**config.mk**
```make
export PLATFORM = sky130hd
export DESIGN_NAME = eu_err_ctrl
export DESIGN_NICKNAME = d
export VERILOG_FILES = /design/src/rtl/eu_err_pkg.sv /design/src/rtl/eu_reg_decode.sv /design/src/rtl/eu_fifo_monitor.sv /design/src/rtl/eu_err_status.sv /design/src/rtl/eu_err_ctrl.sv
export SDC_FILE = /design/constraint.sdc
export NUM_CORES = 1
export LEC_CHECK = 0
export ABC_AREA = 1
export CAP_MARGIN = 20
export CORE_MARGIN = 2
export CORE_UTILIZATION = 31
export DETAILED_ROUTE_END_ITERATION = 10
export PLACE_DENSITY = 0.86
export SLEW_MARGIN = 10
export SYNTH_ARGS = -nofsm -noshare
export SYNTH_HDL_FRONTEND = slang
export SYNTH_SLANG_ARGS = --single-unit
```
**constraint.sdc**
```tcl
create_clock -name clk -period 2.05 [get_ports clk]
set_input_delay 0.3075 -clock clk [delete_from_list [all_inputs] [get_ports clk]]
set_output_delay 0.3075 -clock clk [all_outputs]
set_load 0.005 [all_outputs]
```
**src/rtl/eu_err_pkg.sv**
```systemverilog
// Package: shared constants and types for the error detection controller.
// Assumes the nine error flags occupy the top bits of a 64-bit status word.
package eu_err_pkg;
    localparam int STAT_W  = 64;
    localparam int ERR_N   = 9;
    localparam int ERR_LSB = STAT_W - ERR_N;   // 55

    // Index of each error within the error vector (status bit = ERR_LSB + index)
    localparam int IX_DSE = 0;   // size not block aligned
    localparam int IX_ME  = 1;   // illegal mode
    localparam int IX_AE  = 2;   // undecoded address
    localparam int IX_OFE = 3;   // output FIFO busy at size write
    localparam int IX_IFE = 4;   // input FIFO busy at done
    localparam int IX_IFU = 5;   // input underflow
    localparam int IX_IFO = 6;   // input overflow
    localparam int IX_OFU = 7;   // output underflow
    localparam int IX_OFO = 8;   // output overflow

    typedef logic [ERR_N-1:0] err_vec_t;
endpackage

```
**src/rtl/eu_reg_decode.sv**
```systemverilog
// Module: register bus decoder. Flags size, mode and address errors and
// produces write enables for the size, mask and clear registers.
// Assumes single-cycle strobes and that the four decoded addresses are distinct.
module eu_reg_decode #(
    parameter int ADDR_W   = 8,
    parameter int DATA_W   = 64,
    parameter int MODE_W   = 3,
    parameter int MODE_MAX = 4,
    parameter int BLK_BITS = 64,
    parameter logic [ADDR_W-1:0] A_MODE = 'h00,
    parameter logic [ADDR_W-1:0] A_SIZE = 'h08,
    parameter logic [ADDR_W-1:0] A_MASK = 'h10,
    parameter logic [ADDR_W-1:0] A_STAT = 'h18
) (
    input  logic              reg_wr,
    input  logic              reg_rd,
    input  logic [ADDR_W-1:0] reg_addr,
    input  logic [DATA_W-1:0] reg_wdata,
    output logic              err_dse,
    output logic              err_me,
    output logic              err_ae,
    output logic              size_we,
    output logic              mask_we,
    output logic              clr_we
);
    localparam int BLK_LSB = $clog2(BLK_BITS);
    localparam logic [MODE_W-1:0] MODE_LIM = MODE_W'(MODE_MAX);

    logic hit_mode, hit_size, hit_mask, hit_stat, known;

    // Address match and error classification for the current bus cycle
    always_comb begin
        hit_mode = (reg_addr == A_MODE);
        hit_size = (reg_addr == A_SIZE);
        hit_mask = (reg_addr == A_MASK);
        hit_stat = (reg_addr == A_STAT);
        known    = hit_mode | hit_size | hit_mask | hit_stat;
        err_ae   = (reg_wr | reg_rd) & ~known;
        size_we  = reg_wr & hit_size;
        mask_we  = reg_wr & hit_mask;
        clr_we   = reg_wr & hit_stat;
        err_dse  = size_we & (|reg_wdata[BLK_LSB-1:0]);
        err_me   = reg_wr & hit_mode &
                   ((|reg_wdata[DATA_W-1:MODE_W]) | (reg_wdata[MODE_W-1:0] > MODE_LIM));
    end
endmodule

```
**src/rtl/eu_fifo_monitor.sv**
```systemverilog
// Module: FIFO event monitor. Flags underflow, overflow and the two context
// errors, and tracks input FIFO occupancy against the host-mode capacity.
// Assumes one push and one pop strobe per FIFO per cycle, in units of one word.
module eu_fifo_monitor #(
    parameter int IN_CAP_BYTES = 256,
    parameter int WORD_BYTES   = 8
) (
    input  logic clk,
    input  logic rst_n,
    input  logic in_push,
    input  logic in_pop,
    input  logic in_full,
    input  logic in_empty,
    input  logic out_push,
    input  logic out_pop,
    input  logic out_full,
    input  logic out_empty,
    input  logic done,
    input  logic size_we,
    output logic err_ifu,
    output logic err_ifo,
    output logic err_ofu,
    output logic err_ofo,
    output logic err_ofe,
    output logic err_ife
);
    localparam int DEPTH = IN_CAP_BYTES / WORD_BYTES;
    localparam int LVL_W = $clog2(DEPTH + 1);
    localparam logic [LVL_W-1:0] LVL_TOP = LVL_W'(DEPTH);

    logic [LVL_W-1:0] level_q;
    logic             inc, dec;

    // Error detection from strobes, flags and the occupancy count
    always_comb begin
        err_ifo = in_push & (in_full | (level_q == LVL_TOP));
        err_ifu = in_pop & in_empty;
        err_ofo = out_push & out_full;
        err_ofu = out_pop & out_empty;
        err_ofe = size_we & ~out_empty;
        err_ife = done & ~in_empty;
        inc     = in_push & ~err_ifo;
        dec     = in_pop & ~in_empty & (level_q != '0);
    end

    // Input word counter, saturating at both ends
    always_ff @(posedge clk) begin
        if (!rst_n)
            level_q <= '0;
        else if (inc && !dec)
            level_q <= level_q + 1'b1;
        else if (dec && !inc)
            level_q <= level_q - 1'b1;
    end
endmodule

```
**src/rtl/eu_err_status.sv**
```systemverilog
// Module: mask and sticky status registers. Unmasked errors set status bits;
// a clear write drops bits with a one in the write data; setting wins.
// Assumes the caller passes only the write-data bits aligned with the errors.
module eu_err_status
    import eu_err_pkg::*;
(
    input  logic     clk,
    input  logic     rst_n,
    input  err_vec_t err_in,
    input  logic     mask_we,
    input  logic     clr_we,
    input  err_vec_t sel_bits,
    output err_vec_t mask_o,
    output err_vec_t stat_o
);
    err_vec_t mask_q, stat_q, clr_bits;

    // Select bits to clear this cycle
    always_comb clr_bits = clr_we ? sel_bits : '0;

    // Mask register update
    always_ff @(posedge clk) begin
        if (!rst_n)       mask_q <= '0;
        else if (mask_we) mask_q <= sel_bits;
    end

    // Sticky status: clear requested bits, then set new unmasked errors
    always_ff @(posedge clk) begin
        if (!rst_n) stat_q <= '0;
        else        stat_q <= (stat_q & ~clr_bits) | (err_in & ~mask_q);
    end

    assign mask_o = mask_q;
    assign stat_o = stat_q;
endmodule

```
**src/rtl/eu_err_ctrl.sv**
```systemverilog
// Module: top of the execution unit error detection controller. Joins the
// decoder, FIFO monitor and status store, and places the flags in the status word.
// Assumes all inputs are synchronous to clk.
module eu_err_ctrl
    import eu_err_pkg::*;
#(
    parameter int ADDR_W       = 8,
    parameter int DATA_W       = STAT_W,
    parameter int MODE_W       = 3,
    parameter int MODE_MAX     = 4,
    parameter int BLK_BITS     = 64,
    parameter int IN_CAP_BYTES = 256,
    parameter int WORD_BYTES   = 8
) (
    input  logic              clk,
    input  logic              rst_n,
    input  logic              reg_wr,
    input  logic              reg_rd,
    input  logic [ADDR_W-1:0] reg_addr,
    input  logic [DATA_W-1:0] reg_wdata,
    input  logic              in_push,
    input  logic              in_pop,
    input  logic              in_full,
    input  logic              in_empty,
    input  logic              out_push,
    input  logic              out_pop,
    input  logic              out_full,
    input  logic              out_empty,
    input  logic              done,
    output logic [STAT_W-1:0] status,
    output logic              err_irq,
    output logic              halt
);
    err_vec_t err_vec, mask_vis, stat_vec;
    logic     size_we, mask_we, clr_we;

    eu_reg_decode #(
        .ADDR_W(ADDR_W), .DATA_W(DATA_W), .MODE_W(MODE_W),
        .MODE_MAX(MODE_MAX), .BLK_BITS(BLK_BITS)
    ) u_dec (
        .reg_wr(reg_wr), .reg_rd(reg_rd), .reg_addr(reg_addr), .reg_wdata(reg_wdata),
        .err_dse(err_vec[IX_DSE]), .err_me(err_vec[IX_ME]), .err_ae(err_vec[IX_AE]),
        .size_we(size_we), .mask_we(mask_we), .clr_we(clr_we)
    );

    eu_fifo_monitor #(
        .IN_CAP_BYTES(IN_CAP_BYTES), .WORD_BYTES(WORD_BYTES)
    ) u_fifo (
        .clk(clk), .rst_n(rst_n),
        .in_push(in_push), .in_pop(in_pop), .in_full(in_full), .in_empty(in_empty),
        .out_push(out_push), .out_pop(out_pop), .out_full(out_full), .out_empty(out_empty),
        .done(done), .size_we(size_we),
        .err_ifu(err_vec[IX_IFU]), .err_ifo(err_vec[IX_IFO]),
        .err_ofu(err_vec[IX_OFU]), .err_ofo(err_vec[IX_OFO]),
        .err_ofe(err_vec[IX_OFE]), .err_ife(err_vec[IX_IFE])
    );

    eu_err_status u_stat (
        .clk(clk), .rst_n(rst_n), .err_in(err_vec),
        .mask_we(mask_we), .clr_we(clr_we),
        .sel_bits(reg_wdata[ERR_LSB +: ERR_N]),
        .mask_o(mask_vis), .stat_o(stat_vec)
    );

    // Place the error flags in the top of the status word; lower bits read zero
    always_comb begin
        status                   = '0;
        status[ERR_LSB +: ERR_N] = stat_vec;
        err_irq                  = |stat_vec;
        halt                     = |stat_vec;
    end
endmodule

```
* Word level (Yosys, flattened, before mapping)
Cells that the tools add are included.
Operators by class: add/sub/neg operators 2, $mul 0, div/mod/pow operators 0, magnitude comparators 1, eq/ne operators 4, shift-type cells 0, multiplexer cells 3, bitwise gates (word level) 31, reductions and logical operators 10
Operators by type and width (number):
- 61-bit OR reduction | 1
- 9-bit AND | 2
- 9-bit NOT | 2
- 1-bit AND | 16
- 8-bit by 5-bit equality test with 1-bit output, second input constant | 2
- 6-bit 2-to-1 mux | 2
- 9-bit 2-to-1 mux | 1
- 9-bit bitwise OR | 1
- 9-bit OR reduction | 1
- 8-bit by 4-bit equality test with 1-bit output, second input constant | 1
- 8-bit zero test | 1
- 6-bit by 1-bit adder with 6-bit output, second input constant | 1
- 6-bit equality test, second input constant | 1
- 1-bit bitwise OR | 6
- 6-bit nonzero test | 1
- 6-bit OR reduction | 1
- 6-bit by 1-bit subtractor with 6-bit output, second input constant | 1
- 1-bit NOT | 4
- 3-bit greater-than comparator, second input constant | 1
- 1-bit logical AND | 2
- 1-bit zero test | 2
- 2-bit nonzero test | 1
Storage, ports and cells: register bits after elaboration 24, latch bits 0, memory bits (writable) 0, bits in read-only memories 0, word-level logic and storage cells 54, memories 0

* Depth between registers and ports, before layout
Gate-level depths: netlist of run 1.
depth after elaboration 9, mapped depth 15

* Hierarchy
A second synthesis of run 1 with hierarchy kept.
Second synthesis, totals: cells, all modules 311, area total of the unflattened synthesis 2008.2 µm²
Modules (own cells, without submodules):
- eu_err_status | times used 1, cells an instance 95, area each 734.5 µm²
- eu_fifo_monitor | times used 1, cells an instance 82, area each 511.7 µm²
- eu_err_ctrl | times used 1, cells an instance 64, area each 454.2 µm²
- eu_reg_decode | times used 1, cells an instance 70, area each 307.8 µm²

* Worst setup path before layout of run 1
No wires, ideal clock.
path kind register to register, from register u_fifo.level_q[0], to register u_fifo.level_q[5], library setup time 132 ps, arrival 1938 ps, data required time 1918 ps, setup slack -20 ps, stages on the path, launching flop included 15, path buffers 0, clock period less this slack 2070 ps, cell sequence dfxtp_1 > nor2_1 > nand3_1 > o311ai_0 > ha_1 > inv_1 > ha_1 > a21oi_1 > o21ai_1 > nand2_1 > nand2_1 > nand2_1 > nand2_1 > nand2_1 > a21oi_1
Between the ends: word-level cells in the longest chain between the ends 8, elaborated cells on any way between the ends 16, classes of those cells add/sub: 2; eq/ne: 1; mux: 2; bitwise: 5; reduce/logical: 6
Ends and longest elaborated chain:
- from (decl) | RTL line eu_fifo_monitor.sv:31 | logic [LVL_W-1:0] level_q;
- from (signal assigned) | RTL line eu_fifo_monitor.sv:51 | level_q <= level_q + 1'b1;
- from (signal assigned) | RTL line eu_fifo_monitor.sv:53 | level_q <= level_q - 1'b1;
- 6-bit equality test | RTL line eu_fifo_monitor.sv:36 | err_ifo = in_push & (in_full | (level_q == LVL_TOP));
- 1-bit bitwise OR | RTL line eu_fifo_monitor.sv:36
- 1-bit AND | RTL line eu_fifo_monitor.sv:36
- 1-bit NOT | RTL line eu_fifo_monitor.sv:42 | inc = in_push & ~err_ifo;
- 1-bit AND | RTL line eu_fifo_monitor.sv:42
- 1-bit zero test | RTL line eu_fifo_monitor.sv:52 | else if (dec && !inc)
- 1-bit logical AND | RTL line eu_fifo_monitor.sv:52
- 2-bit nonzero test (no line)
Several ways; a longest one is shown, not always the timed one. The select of a mux whose other input is x is not followed. A chain may end at the register's enable or synchronous reset.

* Worst setup path after layout of run 1
from register u_fifo.level_q[1], to register u_fifo.level_q[5]
The elaborated chain is that of the path after synthesis.

==> tab_implementation.tex, run 1 <==
\begin{tabular}{lr}
\hline
Metric & Value \\
\hline
\multicolumn{2}{l}{\textbf{Worst setup path}} \\
\quad Kind of cell adding the most delay to the critical path & compound AO/OA/AOI/OAI gates \\
\quad Chain of cells forming the critical path & nor2\_2 > nand3\_2 > o311ai\_4 > ha\_4 > inv\_6 > ha\_4 > a21oi\_2 > o21ai\_2 > nand2\_1 > nand2\_1 > nand2\_1 > nand2\_1 > nand2\_1 > a21oi\_1 \\
\quad CP most frequent cell & nand2\_1 \\
\quad Type of origin of the critical path & flip-flop \\
\quad Worst setup EP type & flip-flop \\
\quad CP Class & reg2reg \\
\quad Combined buffer and inverter count along the critical path & 1 \\
\quad Worst path arrival time & 2.30 ns \\
\quad Required time of the worst setup path & 2.20 ns \\
\quad Largest stage delay on the critical path & 0.34 ns \\
\quad Max Fanout on Critical Path & 5 \\
\quad Master of the slowest instance on the critical path & dfxtp\_2 \\
\multicolumn{2}{l}{\textbf{STA}} \\
\quad Maximum clock skew at final layout & 0.00148 ns \\
\quad Maximum clock frequency & 0.465 GHz \\
\quad Final period utilization & 105\% \\
\quad Post-route setup TNS & -0.284 ns \\
\quad Worst Hold Margin & 0.449 ns \\
\quad Setup repair after global routing missed its margin & true \\
\quad Final min period & 2.15 ns \\
\quad Final Hold Vio Count & 0 \\
\quad Worst-case setup margin in the final layout & -0.102 ns \\
\quad Final setup violating endpoints & 3 \\
\quad Final count of pins violating max slew & 0 \\
\multicolumn{2}{l}{\textbf{Finish}} \\
\quad Post-route cell area & 3020 um2 \\
\quad Share of final-layout standard cells stronger than drive strength 1 & 9.90\% \\
\quad Relative area change from synthesis to final layout & 53.9\% \\
\quad ANT cells & 0 \\
\quad Post-layout net count & 496 \\
\multicolumn{2}{l}{\textbf{Placement}} \\
\quad Placed Area & 2850 um2 \\
\quad Routability cong. & 0.816 \\
\quad Placement-stage worst setup slack & -0.302 ns \\
\quad Placed wire-length estimate after detailed placement & 4590 um \\
\quad Number of buffer cells added on primary ports & 95 \\
\multicolumn{2}{l}{\textbf{GRT}} \\
\quad Number of global-route vias before repair & 2079 \\
\quad Leftover overflow at the end of global routing & 0 \\
\quad Pin count of the biggest net entering global routing & 15 \\
\quad First-pass GRT wire length & 9220 um \\
\quad Initial antenna violation count & 0 \\
\quad GRT Overall Usage & 15.8\% \\
\multicolumn{2}{l}{\textbf{Pwr}} \\
\quad Areal power density over the cells & 586 nW/um2 \\
\quad Static Leak & 1.34 nW \\
\quad Worst ir drop on vdd & 0.339 mV \\
\multicolumn{2}{l}{\textbf{Clock network}} \\
\quad Number of buffers created by CTS & 3 \\
\quad Longest Clk Path Bufs & 2 \\
\quad Clock-pin slew of the registers on the worst-case setup and hold paths & 0.09 ns \\
\quad Number of H-tree levels & 1 \\
\quad Clock latency of the later-clocked register in the worst-skew pair & 0.27 ns \\
\quad Clock sinks & 24 \\
\quad TritonCTS clock tree & done \\
\quad Clock tree root driver cell & clkbuf\_8 \\
\quad Post-CTS Hold Buffers & 0 \\
\multicolumn{2}{l}{\textbf{Detailed routing}} \\
\quad DRC violations left & 0 \\
\quad Avg WL per Cell & 12.0 um \\
\quad First-pass iteration count of the detailed router & 4 \\
\quad Overall via count from detail\_route & 2064 \\
\quad DR vias/cell & 4.29 \\
\quad Routed Antenna Nets & 0 \\
\quad Initial DRC Count & 60 \\
\quad Routed WL & 5760 um \\
\multicolumn{2}{l}{\textbf{Floorplan}} \\
\quad Num rows & 29 \\
\quad Chip height & 83.6 um \\
\quad Width of the die & 83.6 um \\
\quad Ports & 151 \\
\quad Die ar. & 6990 um2 \\
\quad Initial cell density of the core & 31.5\% \\
\quad Area of the placeable core & 6240 um2 \\
\multicolumn{2}{l}{\textbf{Synth}} \\
\quad Post-Synthesis Cell Area & 1970 um2 \\
\quad Post-synth EDFFs & 0 \\
\quad Cell count after synthesis & 300 \\
\quad Sequential fraction of the synthesis area & 24.4\% \\
\quad Number of distinct library cells after synthesis & 32 \\
\quad Synthesized flop and latch total & 24 \\
\quad Predominant post-synthesis flop cell & dfxtp\_1 \\
\quad Share of async-settable or async-resettable flops after synthesis & 0\% \\
\quad Yosys warning count & 0 \\
\quad Post-Syn Area per Cell & 6.55 um2 \\
\multicolumn{2}{l}{\textbf{Flow run}} \\
\quad Maximum capacitance violations & 0 \\
\multicolumn{2}{l}{\textbf{Hold path}} \\
\quad Worst min-delay path category & reg2reg \\
\multicolumn{2}{l}{\textbf{Run status}} \\
\quad Run status & finished with violations \\
\quad Violations in the final reports & setup timing \\
\hline
\end{tabular}
[area by class of cell]
class                           count  area (um2)
Fill cell                         622        3220
Multi-Input combinational cell    227        1170
Timing Repair Buffer              106        1030
Sequential cell                    24         483
Inverter                           43         168
Tap cell                           77        96.3
Clock buffer                        3        41.3
Clock inverter                      1        30.0
[power breakdown]
group	total, W	leakage [nW]	internal (W)	switching [W]
clock	0.000426	0.0357	0.000261	0.000164
combinational	0.000794	1.11	0.000423	0.000371
sequential	0.000552	0.197	0.000510	0.0000419
[cells in the mapped netlist (2+ instances only)]
master | instances | area, um2
o21ai_0 | 16 | 80.1
nor4_1 | 2 | 12.5
ha_1 | 5 | 62.6
buf_4 | 56 | 420
nand2_1 | 38 | 143
clkbuf_1 | 3 | 11.3
dfxtp_1 | 24 | 480
inv_1 | 41 | 154
xor2_1 | 2 | 17.5
nor2_1 | 44 | 165
nor2_2 | 2 | 12.5
o21ai_1 | 7 | 35.0
nor3_1 | 3 | 15.0
a21oi_1 | 25 | 125
nand3_1 | 15 | 75.1
[registers in the layout, indices dropped and copies added, names as in the netlist]
name and cells:
u_stat.stat_o 9, u_stat.mask_o 9, u_fifo.level_q 6
[per-layer routing]
metal  vias to the layer above  track usage (%)  share of wire [%]
li1                       1039                -                  -
met5                         -                0                  0
met3                        12             1.29                5.2
met1                       920             19.3                 43
met4                         0             4.99                1.6
met2                        93             29.2                 51
[kinds of logic after synthesis]
| kind of cell | synth area share, % |
|---|---|
| AO/OA/AOI/OAI | 14.3 |
| XOR/XNOR | 1.34 |
| adder cells (fa/ha/maj) | 4.20 |
| buffers and inverters | 30.8 |
| flip-flops | 24.4 |
| other | 0.191 |
| AND/OR/NAND/NOR | 24.7 |
[path summary, 6_finish.rpt]
path	start	to	slack, ns	cells after the start
setup / recovery	u_fifo.level_q[1]	u_fifo.level_q[5]	-0.10	14
hold / removal	u_stat.mask_o[3]	u_stat.mask_o[3]	0.45	2
setup reg to reg	u_fifo.level_q[1]	u_fifo.level_q[5]	-0.10	14
hold reg to reg	u_stat.mask_o[3]	u_stat.mask_o[3]	0.45	2
[worst register-to-register path: cells and delay by family, from the launching register on]
family / cells / cell delay, ns
compound gates: 4 / 0.62
simple gates: 7 / 0.53
fa+ha+maj: 2 / 0.47
flops: 1 / 0.34
buf+inv: 1 / 0.06
[layout by cell type, fill, tap and decap left out, types with 4 or more instances in the layout]
cell type        synthesis  layout
dfxtp_1                 24      22
clkdlybuf4s50_1          0      95
ha_4                     0       4
o21ai_1                  7       7
nor2_1                  44      42
buf_4                   56      11
nand2_1                 38      37
a21oi_1                 25      24
inv_1                   41      40
conb_1                   1      55
nand3_1                 15      14
o21ai_0                 16      15
nor2_2                   2       4
[through the flow]
step | utilization [%] | instances | power (W)
after floorplan | - | 354 | 0.000955
final | 48.5 | 481 | 0.00177
after detailed placement | 45.7 | 476 | 0.00121
after CTS | 47.6 | 481 | 0.00168
after global placement | 45.7 | 476 | 0.00119
after global routing | 48.5 | 481 | 0.00188
[timing repair]
action                                  4_1_cts  5_1_grt
buffers inserted                              1        0
pin swaps                                     0        7
hold endpoints to repair                      0        0
endpoints found under the setup margin        4        5
gates resized for setup                       8       11
Note: power is estimated with default switching activity, not from simulation.
==> inputs of run 2 (changes only) <==
- CORE_MARGIN: 2 -> not set
==> run 2 against run 1 <==
Effect of this change: sequential power fell by 1%; first-iteration DRC count down 35%; flip-flop and latch count unchanged; combinational power is 1% lower; the run still ends with setup timing left; hold slack got worse by 0.0021 ns; clock skew fell by 0.00082 ns; highest routed layer unchanged; non-clock buffer count rose by 2; register-to-register slack better by 0.04 ns; core utilization is 1.1 points higher; via count is 0.24% lower; sequential share of layout area grew 0.15 points.
==> tab_implementation.tex, run 2 (synthesis gave the netlist of run 1 again) <==
\begin{tabular}{lr}
\hline
Metric & Value \\
\hline
\multicolumn{2}{l}{\textbf{GRT}} \\
\quad First-pass GRT wire length & 8270 um (-10\%) \\
\quad GRT Overall Usage & 16.0\% (+0.19 points) \\
\quad Pin count of the biggest net entering global routing & 14 (-1) \\
\quad Leftover overflow at the end of global routing & 0 (unchanged) \\
\quad Number of global-route vias before repair & 1888 (-9.2\%) \\
\quad Initial antenna violation count & 0 (unchanged) \\
\multicolumn{2}{l}{\textbf{Placement}} \\
\quad Routability cong. & 0.761 (-6.8\%) \\
\quad Number of buffer cells added on primary ports & 95 (unchanged) \\
\quad Placed wire-length estimate after detailed placement & 4500 um (-2.1\%) \\
\multicolumn{2}{l}{\textbf{STA}} \\
\quad Setup repair after global routing missed its margin & true \\
\quad Worst-case setup margin in the final layout & -0.0579 ns (+0.0439 ns) \\
\quad Final Hold Vio Count & 0 (unchanged) \\
\quad Post-route setup TNS & -0.200 ns (+0.0844 ns) \\
\quad Final period utilization & 103\% (-2.1 points) \\
\quad Maximum clock skew at final layout & 0.000657 ns (-0.000821 ns) \\
\quad Final count of pins violating max slew & 0 (unchanged) \\
\quad Final min period & 2.11 ns (-0.0439 ns) \\
\quad Maximum clock frequency & 0.474 GHz (+2.1\%) \\
\quad Final setup violating endpoints & 4 (+1) \\
\multicolumn{2}{l}{\textbf{Worst setup path}} \\
\quad Master of the slowest instance on the critical path & dfxtp\_2 \\
\quad R2r startpoint & u\_fifo.level\_q[1] \\
\quad Type of origin of the critical path & flip-flop \\
\quad CP Class & reg2reg \\
\quad Largest stage delay on the critical path & 0.33 ns (about the same) \\
\quad Chain of cells forming the critical path & nor2\_2 > nand3\_2 > o311ai\_2 > ha\_2 > inv\_4 > ha\_4 > nand2\_2 > o21ai\_2 > inv\_1 > or2\_0 > nand3\_1 > nand2\_1 > inv\_1 \\
\quad Combined buffer and inverter count along the critical path & 3 (+2) \\
\quad Worst path arrival time & 2.32 ns (+0.02 ns) \\
\quad Worst setup EP type & flip-flop \\
\quad Max Fanout on Critical Path & 5 (unchanged) \\
\quad Kind of cell adding the most delay to the critical path & simple AND/OR/NAND/NOR gates \\
\quad CP most frequent cell & inv\_1 \\
\quad Critical Path Start & u\_fifo.level\_q[1] \\
\quad Required time of the worst setup path & 2.27 ns (+0.07 ns) \\
\multicolumn{2}{l}{\textbf{Detailed routing}} \\
\quad Avg WL per Cell & 11.6 um (-3.3\%) \\
\quad Routed Antenna Nets & 0 (unchanged) \\
\quad DRC violations left & 0 (unchanged) \\
\quad First-pass iteration count of the detailed router & 4 (unchanged) \\
\quad Overall via count from detail\_route & 2059 (-0.24\%) \\
\quad DR vias/cell & 4.28 (-0.24\%) \\
\quad Initial DRC Count & 39 (-35\%) \\
\quad Routed WL & 5570 um (-3.3\%) \\
\multicolumn{2}{l}{\textbf{Pwr}} \\
\quad Total power consumption of the routed design & 0.00165 W (-6.8\%) \\
\quad Areal power density over the cells & 552 nW/um2 (-5.7\%) \\
\quad Static Leak & 1.34 nW (about the same) \\
\quad Worst ir drop on vdd & 0.307 mV (-9.3\%) \\
\multicolumn{2}{l}{\textbf{Clock network}} \\
\quad Longest Clk Path Bufs & 2 (unchanged) \\
\quad Post-CTS Hold Buffers & 0 (unchanged) \\
\quad Clock tree root driver cell & clkbuf\_8 \\
\quad Number of H-tree levels & 1 (unchanged) \\
\quad Clock latency of the later-clocked register in the worst-skew pair & 0.26 ns (about the same) \\
\quad Clock sinks & 24 (unchanged) \\
\quad TritonCTS clock tree & done \\
\quad Clock-pin slew of the registers on the worst-case setup and hold paths & 0.08 ns (about the same) \\
\quad Number of buffers created by CTS & 3 (unchanged) \\
\multicolumn{2}{l}{\textbf{Finish}} \\
\quad Post-layout net count & 498 (+0.40\%) \\
\quad Top library cells by usage in the layout, fill and taps aside & clkdlybuf4s50\_1 (95), conb\_1 (55), nor2\_1 (43) \\
\quad ANT cells & 0 (unchanged) \\
\quad Share of final-layout standard cells stronger than drive strength 1 & 10.3\% (+0.44 points) \\
\quad Relative area change from synthesis to final layout & 52.1\% \\
\quad Commonest non-fill, non-tap cell in the layout & clkdlybuf4s50\_1 \\
\multicolumn{2}{l}{\textbf{Hold path}} \\
\quad Worst min-delay path category & reg2reg \\
\quad Worst min-delay path startpoint & u\_stat.mask\_o[3] \\
\multicolumn{2}{l}{\textbf{Run status}} \\
\quad Violations in the final reports & setup timing \\
\quad Run status & finished with violations \\
\multicolumn{2}{l}{\textbf{Floorplan}} \\
\quad Initial cell density of the core & 32.6\% (+1.1 points) \\
\quad Die ar. & 6660 um2 (-4.7\%) \\
\quad Area of the placeable core & 6030 um2 (-3.4\%) \\
\quad Num rows & 28 (-3.4\%) \\
\quad Width of the die & 81.6 um (-2.4\%) \\
\quad Ports & 151 (unchanged) \\
\quad Chip height & 81.6 um (-2.4\%) \\
\multicolumn{2}{l}{\textbf{Flow run}} \\
\quad Maximum capacitance violations & 0 (unchanged) \\
\hline
\end{tabular}
-- run 2: final cells by class --
| cell class | count | area, um2 |
|---|---|---|
| fillers | 583 | 3040 |
| multi-input cells | 227 | 1140 |
| repair buffers | 108 | 1050 |
| flip-flops and latches | 24 | 482 |
| inverters | 43 | 165 |
| well taps | 75 | 93.8 |
| clock buffers | 4 | 55.1 |
-- run 2: path summary, 6_finish.rpt --
path | endpoint | slack [ns] | depth (start not counted)
max | u_fifo.level_q[3] | -0.06 | 13
min reg2reg | u_stat.mask_o[3] | 0.45 | 2
max reg2reg | u_fifo.level_q[3] | -0.06 | 13
min | u_stat.mask_o[3] | 0.45 | 2
-- run 2: per-layer routing --
metal / part of all wire, % / track usage (%) / vias up
li1: - / - / 1052
met2: 51 / 29.7 / 83
met1: 41 / 18.6 / 916
met3: 5.9 / 2.56 / 8
met4: 1.8 / 4.91 / 0
met5: 0 / 0 / -
-- run 2: what timing repair did --
item / in CTS / in global routing
endpoints found under the setup margin: 3 / 3
hold endpoints to repair: 0 / 0
buffers inserted: 0 / 3
pin swaps: 0 / 6
resized for setup: 6 / 10
-- run 2: tightest hold or removal path, cell delays in order (launching register included) --
cell and delay, ns:
dfxtp_1 0.32, inv_1 0.05, a21oi_1 0.05
-- run 2: metrics by stage --
step | cell area, um2 | instances | worst slack [ns] | hold slack (ns) | utilization [%]
final | 2990 | 481 | -0.0579 | 0.447 | 49.6
after global routing | 2990 | 481 | -0.155 | 0.487 | 49.6
after CTS | 2940 | 478 | 0.00965 | 0.449 | 48.8
after detailed placement | 2850 | 474 | -0.287 | 0.436 | 47.3
after global placement | 2850 | 474 | -0.197 | 0.430 | 47.3
after floorplan | 2170 | 354 | 0.0245 | 0.424 | -
-- run 2: power breakdown --
group | total [W] | switching [W] | internal [W]
clock network | 0.000322 | 0.000151 | 0.000171
logic | 0.000784 | 0.000360 | 0.000424
registers | 0.000544 | 0.0000354 | 0.000509
==> inputs of run 3 (changes only) <==
- ABC_AREA: 1 -> not set
- CORE_UTILIZATION: 31 -> 30
==> run 3 against run 2 <==
Effect of this change: the run still ends with setup timing left; final cell count decreased by 15%; global-route usage increased by 0.59 points; synthesized cell count decreased by 27%; first-iteration DRC count increased by 110%; largest power group unchanged; total power increased by 27%; via count decreased by 8.2%; maximum frequency decreased by 2.3%; register-to-register slack got worse by 0.05 ns; design area increased by 0.46%.
==> tab_implementation.tex, run 3 <==
\begin{tabular}{lr}
\hline
Metric & Value \\
\hline
\multicolumn{2}{l}{\textbf{Worst setup path}} \\
\quad Worst reg2reg endpoint & u\_fifo.level\_q[5] \\
\quad Number of cell instances on the worst register-to-register path & 9 (-4) \\
\quad Max Fanout on Critical Path & 5 (unchanged) \\
\quad Worst path arrival time & 2.36 ns (+0.04 ns) \\
\quad Required time of the worst setup path & 2.25 ns (-0.02 ns) \\
\quad Crit path to & u\_fifo.level\_q[5] \\
\quad R2r startpoint & u\_fifo.level\_q[2] \\
\quad Type of origin of the critical path & flip-flop \\
\quad Worst setup EP type & flip-flop \\
\quad Critical Path Start & u\_fifo.level\_q[2] \\
\quad CP Class & reg2reg \\
\quad Setup slack of the most critical reg-to-reg path & -0.11 ns (-0.05 ns) \\
\multicolumn{2}{l}{\textbf{Synth}} \\
\quad Cell count after synthesis & 219 (-27\%) \\
\quad Synth top area share & 25.7\% (+1.3 points) \\
\quad Most used standard cells in the synthesized netlist & buf\_4 (56), dfxtp\_1 (24), nor4\_1 (17) \\
\quad Number of distinct library cells after synthesis & 44 (+38\%) \\
\quad Post-synth EDFFs & 0 (unchanged) \\
\quad Post-Syn Area per Cell & 8.53 um2 (+30\%) \\
\quad Predominant post-synthesis flop cell & dfxtp\_1 \\
\quad Dominant cell type by area after synthesis & dfxtp\_1 \\
\quad Sequential fraction of the synthesis area & 25.7\% (+1.3 points) \\
\quad Synthesized flop and latch total & 24 (unchanged) \\
\quad Largest cells by area after synthesis & dfxtp\_1 (26\%), buf\_4 (23\%), mux2i\_1 (5.9\%) \\
\quad Share of async-settable or async-resettable flops after synthesis & 0\% (unchanged) \\
\quad Post-Synthesis Cell Area & 1870 um2 (-5.0\%) \\
\quad Yosys warning count & 0 (unchanged) \\
\quad Dominant cell by count in the synthesized netlist & buf\_4 \\
\multicolumn{2}{l}{\textbf{STA}} \\
\quad Maximum clock frequency & 0.464 GHz (-2.3\%) \\
\quad Setup repair after global routing missed its margin & true \\
\quad Worst Hold Margin & 0.489 ns (+0.0413 ns) \\
\quad Final min period & 2.16 ns (+0.0487 ns) \\
\quad Final count of pins violating max slew & 0 (unchanged) \\
\quad Worst-case setup margin in the final layout & -0.107 ns (-0.0487 ns) \\
\quad Final period utilization & 105\% (+2.4 points) \\
\quad Final Hold Vio Count & 0 (unchanged) \\
\quad Maximum clock skew at final layout & 0.00177 ns (+0.00111 ns) \\
\quad Final setup violating endpoints & 2 (-2) \\
\quad Post-route setup TNS & -0.185 ns (+0.0146 ns) \\
\multicolumn{2}{l}{\textbf{Finish}} \\
\quad Top library cells by usage in the layout, fill and taps aside & clkdlybuf4s50\_1 (95), conb\_1 (55), buf\_4 (23) \\
\quad Share of final-layout standard cells stronger than drive strength 1 & 14.3\% (+4.0 points) \\
\quad Post-layout net count & 427 (-14\%) \\
\quad Final design utilization & 50.4\% (+0.81 points) \\
\quad Count of placed standard cells in the final layout, fillers left out & 410 (-15\%) \\
\quad ANT cells & 0 (unchanged) \\
\quad Post-route cell area & 3000 um2 (+0.46\%) \\
\quad Commonest non-fill, non-tap cell in the layout & clkdlybuf4s50\_1 \\
\quad Relative area change from synthesis to final layout & 60.8\% \\
\multicolumn{2}{l}{\textbf{Detailed routing}} \\
\quad First-pass iteration count of the detailed router & 4 (unchanged) \\
\quad Overall via count from detail\_route & 1891 (-8.2\%) \\
\quad DRC violations left & 0 (unchanged) \\
\quad Routed WL & 5490 um (-1.5\%) \\
\quad Initial DRC Count & 81 (+110\%) \\
\quad DR vias/cell & 4.61 (+7.7\%) \\
\quad Routed Antenna Nets & 0 (unchanged) \\
\quad Avg WL per Cell & 13.4 um (+16\%) \\
\multicolumn{2}{l}{\textbf{Placement}} \\
\quad Routability cong. & 0.842 (+11\%) \\
\quad Placed Area & 2910 um2 (+2.1\%) \\
\quad Number of buffer cells added on primary ports & 95 (unchanged) \\
\quad Placed wire-length estimate after detailed placement & 4740 um (+5.5\%) \\
\quad Total placed cells including tap cells & 406 (-14\%) \\
\multicolumn{2}{l}{\textbf{Run status}} \\
\quad Violations in the final reports & setup timing \\
\quad Run status & finished with violations \\
\multicolumn{2}{l}{\textbf{Flow run}} \\
\quad Maximum capacitance violations & 0 (unchanged) \\
\multicolumn{2}{l}{\textbf{Clock network}} \\
\quad Post-CTS Hold Buffers & 0 (unchanged) \\
\quad Number of H-tree levels & 1 (unchanged) \\
\quad Longest Clk Path Bufs & 2 (unchanged) \\
\quad Number of buffers created by CTS & 3 (unchanged) \\
\quad TritonCTS clock tree & done \\
\quad Clock tree root driver cell & clkbuf\_8 \\
\quad Clock-pin slew of the registers on the worst-case setup and hold paths & 0.09 ns (about the same) \\
\quad Clock sinks & 24 (unchanged) \\
\quad Clock latency of the later-clocked register in the worst-skew pair & 0.26 ns (about the same) \\
\multicolumn{2}{l}{\textbf{Pwr}} \\
\quad Areal power density over the cells & 699 nW/um2 (+27\%) \\
\quad Worst ir drop on vdd & 0.563 mV (+83\%) \\
\quad Static Leak & 1.26 nW (-5.4\%) \\
\multicolumn{2}{l}{\textbf{Floorplan}} \\
\quad Chip height & 80.9 um (-0.88\%) \\
\quad Width of the die & 80.9 um (-0.88\%) \\
\quad Initial cell density of the core & 31.4\% (-1.3 points) \\
\quad Ports & 151 (unchanged) \\
\quad Num rows & 28 (unchanged) \\
\quad Area of the placeable core & 5960 um2 (-1.2\%) \\
\quad Die ar. & 6550 um2 (-1.8\%) \\
\multicolumn{2}{l}{\textbf{GRT}} \\
\quad Pin count of the biggest net entering global routing & 16 (+2) \\
\quad Number of global-route vias before repair & 1799 (-4.7\%) \\
\quad First-pass GRT wire length & 8360 um (+1.1\%) \\
\quad Leftover overflow at the end of global routing & 0 (unchanged) \\
\quad Initial antenna violation count & 0 (unchanged) \\
\quad GRT Overall Usage & 16.6\% (+0.59 points) \\
\multicolumn{2}{l}{\textbf{Hold path}} \\
\quad Worst min-delay path category & reg2reg \\
\hline
\end{tabular}
[run 3: repair_timing]
| action | 4_1_cts | 5_1_grt |
|---|---|---|
| setup endpoints to repair | 3 | 4 |
| resized for setup | 6 | 0 |
| buffers inserted | 0 | 0 |
| pin swaps | 7 | 4 |
[run 3: per-layer routing]
metal	share of wire [%]	wire length, um	global-route usage (%)
met2	52	2830	32.3
met3	9.7	534	2.13
met5	0	0	0
met1	38	2080	19.2
met4	0.78	43	2.86
[run 3: logic make-up after synthesis]
family / after synthesis / share of synthesized area [%]
other cells: 1 / 0.201
compound gates: 34 / 13.3
buf+inv: 63 / 24.4
fa+ha+maj: 6 / 4.42
xor+xnor: 3 / 1.41
simple gates: 77 / 24.6
mux: 11 / 5.89
flops: 24 / 25.7
[run 3: how the worst min path moves through the flow]
stage / startpoint / to / slack [ns] / cells after the start
finish: u_stat.stat_o[0] / u_stat.stat_o[0] / 0.49 / 2
global route: u_stat.stat_o[0] / u_stat.stat_o[0] / 0.52 / 2
CTS: u_stat.stat_o[0] / u_stat.stat_o[0] / 0.49 / 2
detailed placement: u_stat.stat_o[0] / u_stat.stat_o[0] / 0.48 / 2
global placement: u_stat.stat_o[0] / u_stat.stat_o[0] / 0.47 / 2
floorplan: rst_n / u_stat.mask_o[8] / 0.44 / 1
[run 3: where the power goes]
group / internal, W / switching, W / leakage (nW)
clock: 0.000212 / 0.000159 / 0.0339
sequential: 0.000537 / 0.0000476 / 0.198
combinational: 0.000675 / 0.000469 / 1.03
total: 0.00142 / 0.000675 / 1.26
[run 3: worst max-delay path, stage by stage (launching register included)]
cell,delay (ns)
dfxtp_2,0.34
nor3_4,0.22
nand2_1,0.09
o21ai_2,0.15
ha_4,0.17
inv_6,0.06
ha_1,0.22
or4_1,0.40
o211ai_1,0.23
mux2i_1,0.20
[run 3: cell type report]
| cell class | count | area (um2) |
|---|---|---|
| timing repair buffer | 118 | 1120 |
| sequential | 24 | 488 |
| inverter | 3 | 16.3 |
| multi-input combinational | 186 | 1210 |
| fill | 584 | 2950 |
| clock buffer | 4 | 66.3 |
| tap | 75 | 93.8 |
[run 3: metrics by stage]
stage          total power [W]  worst slack, ns
2_1_floorplan          0.00124         -0.00363
3_3_place_gp           0.00162           -0.307
3_5_place_dp           0.00168           -0.384
4_1_cts                0.00211           -0.169
5_1_grt                0.00226           -0.267
6_report               0.00210           -0.107
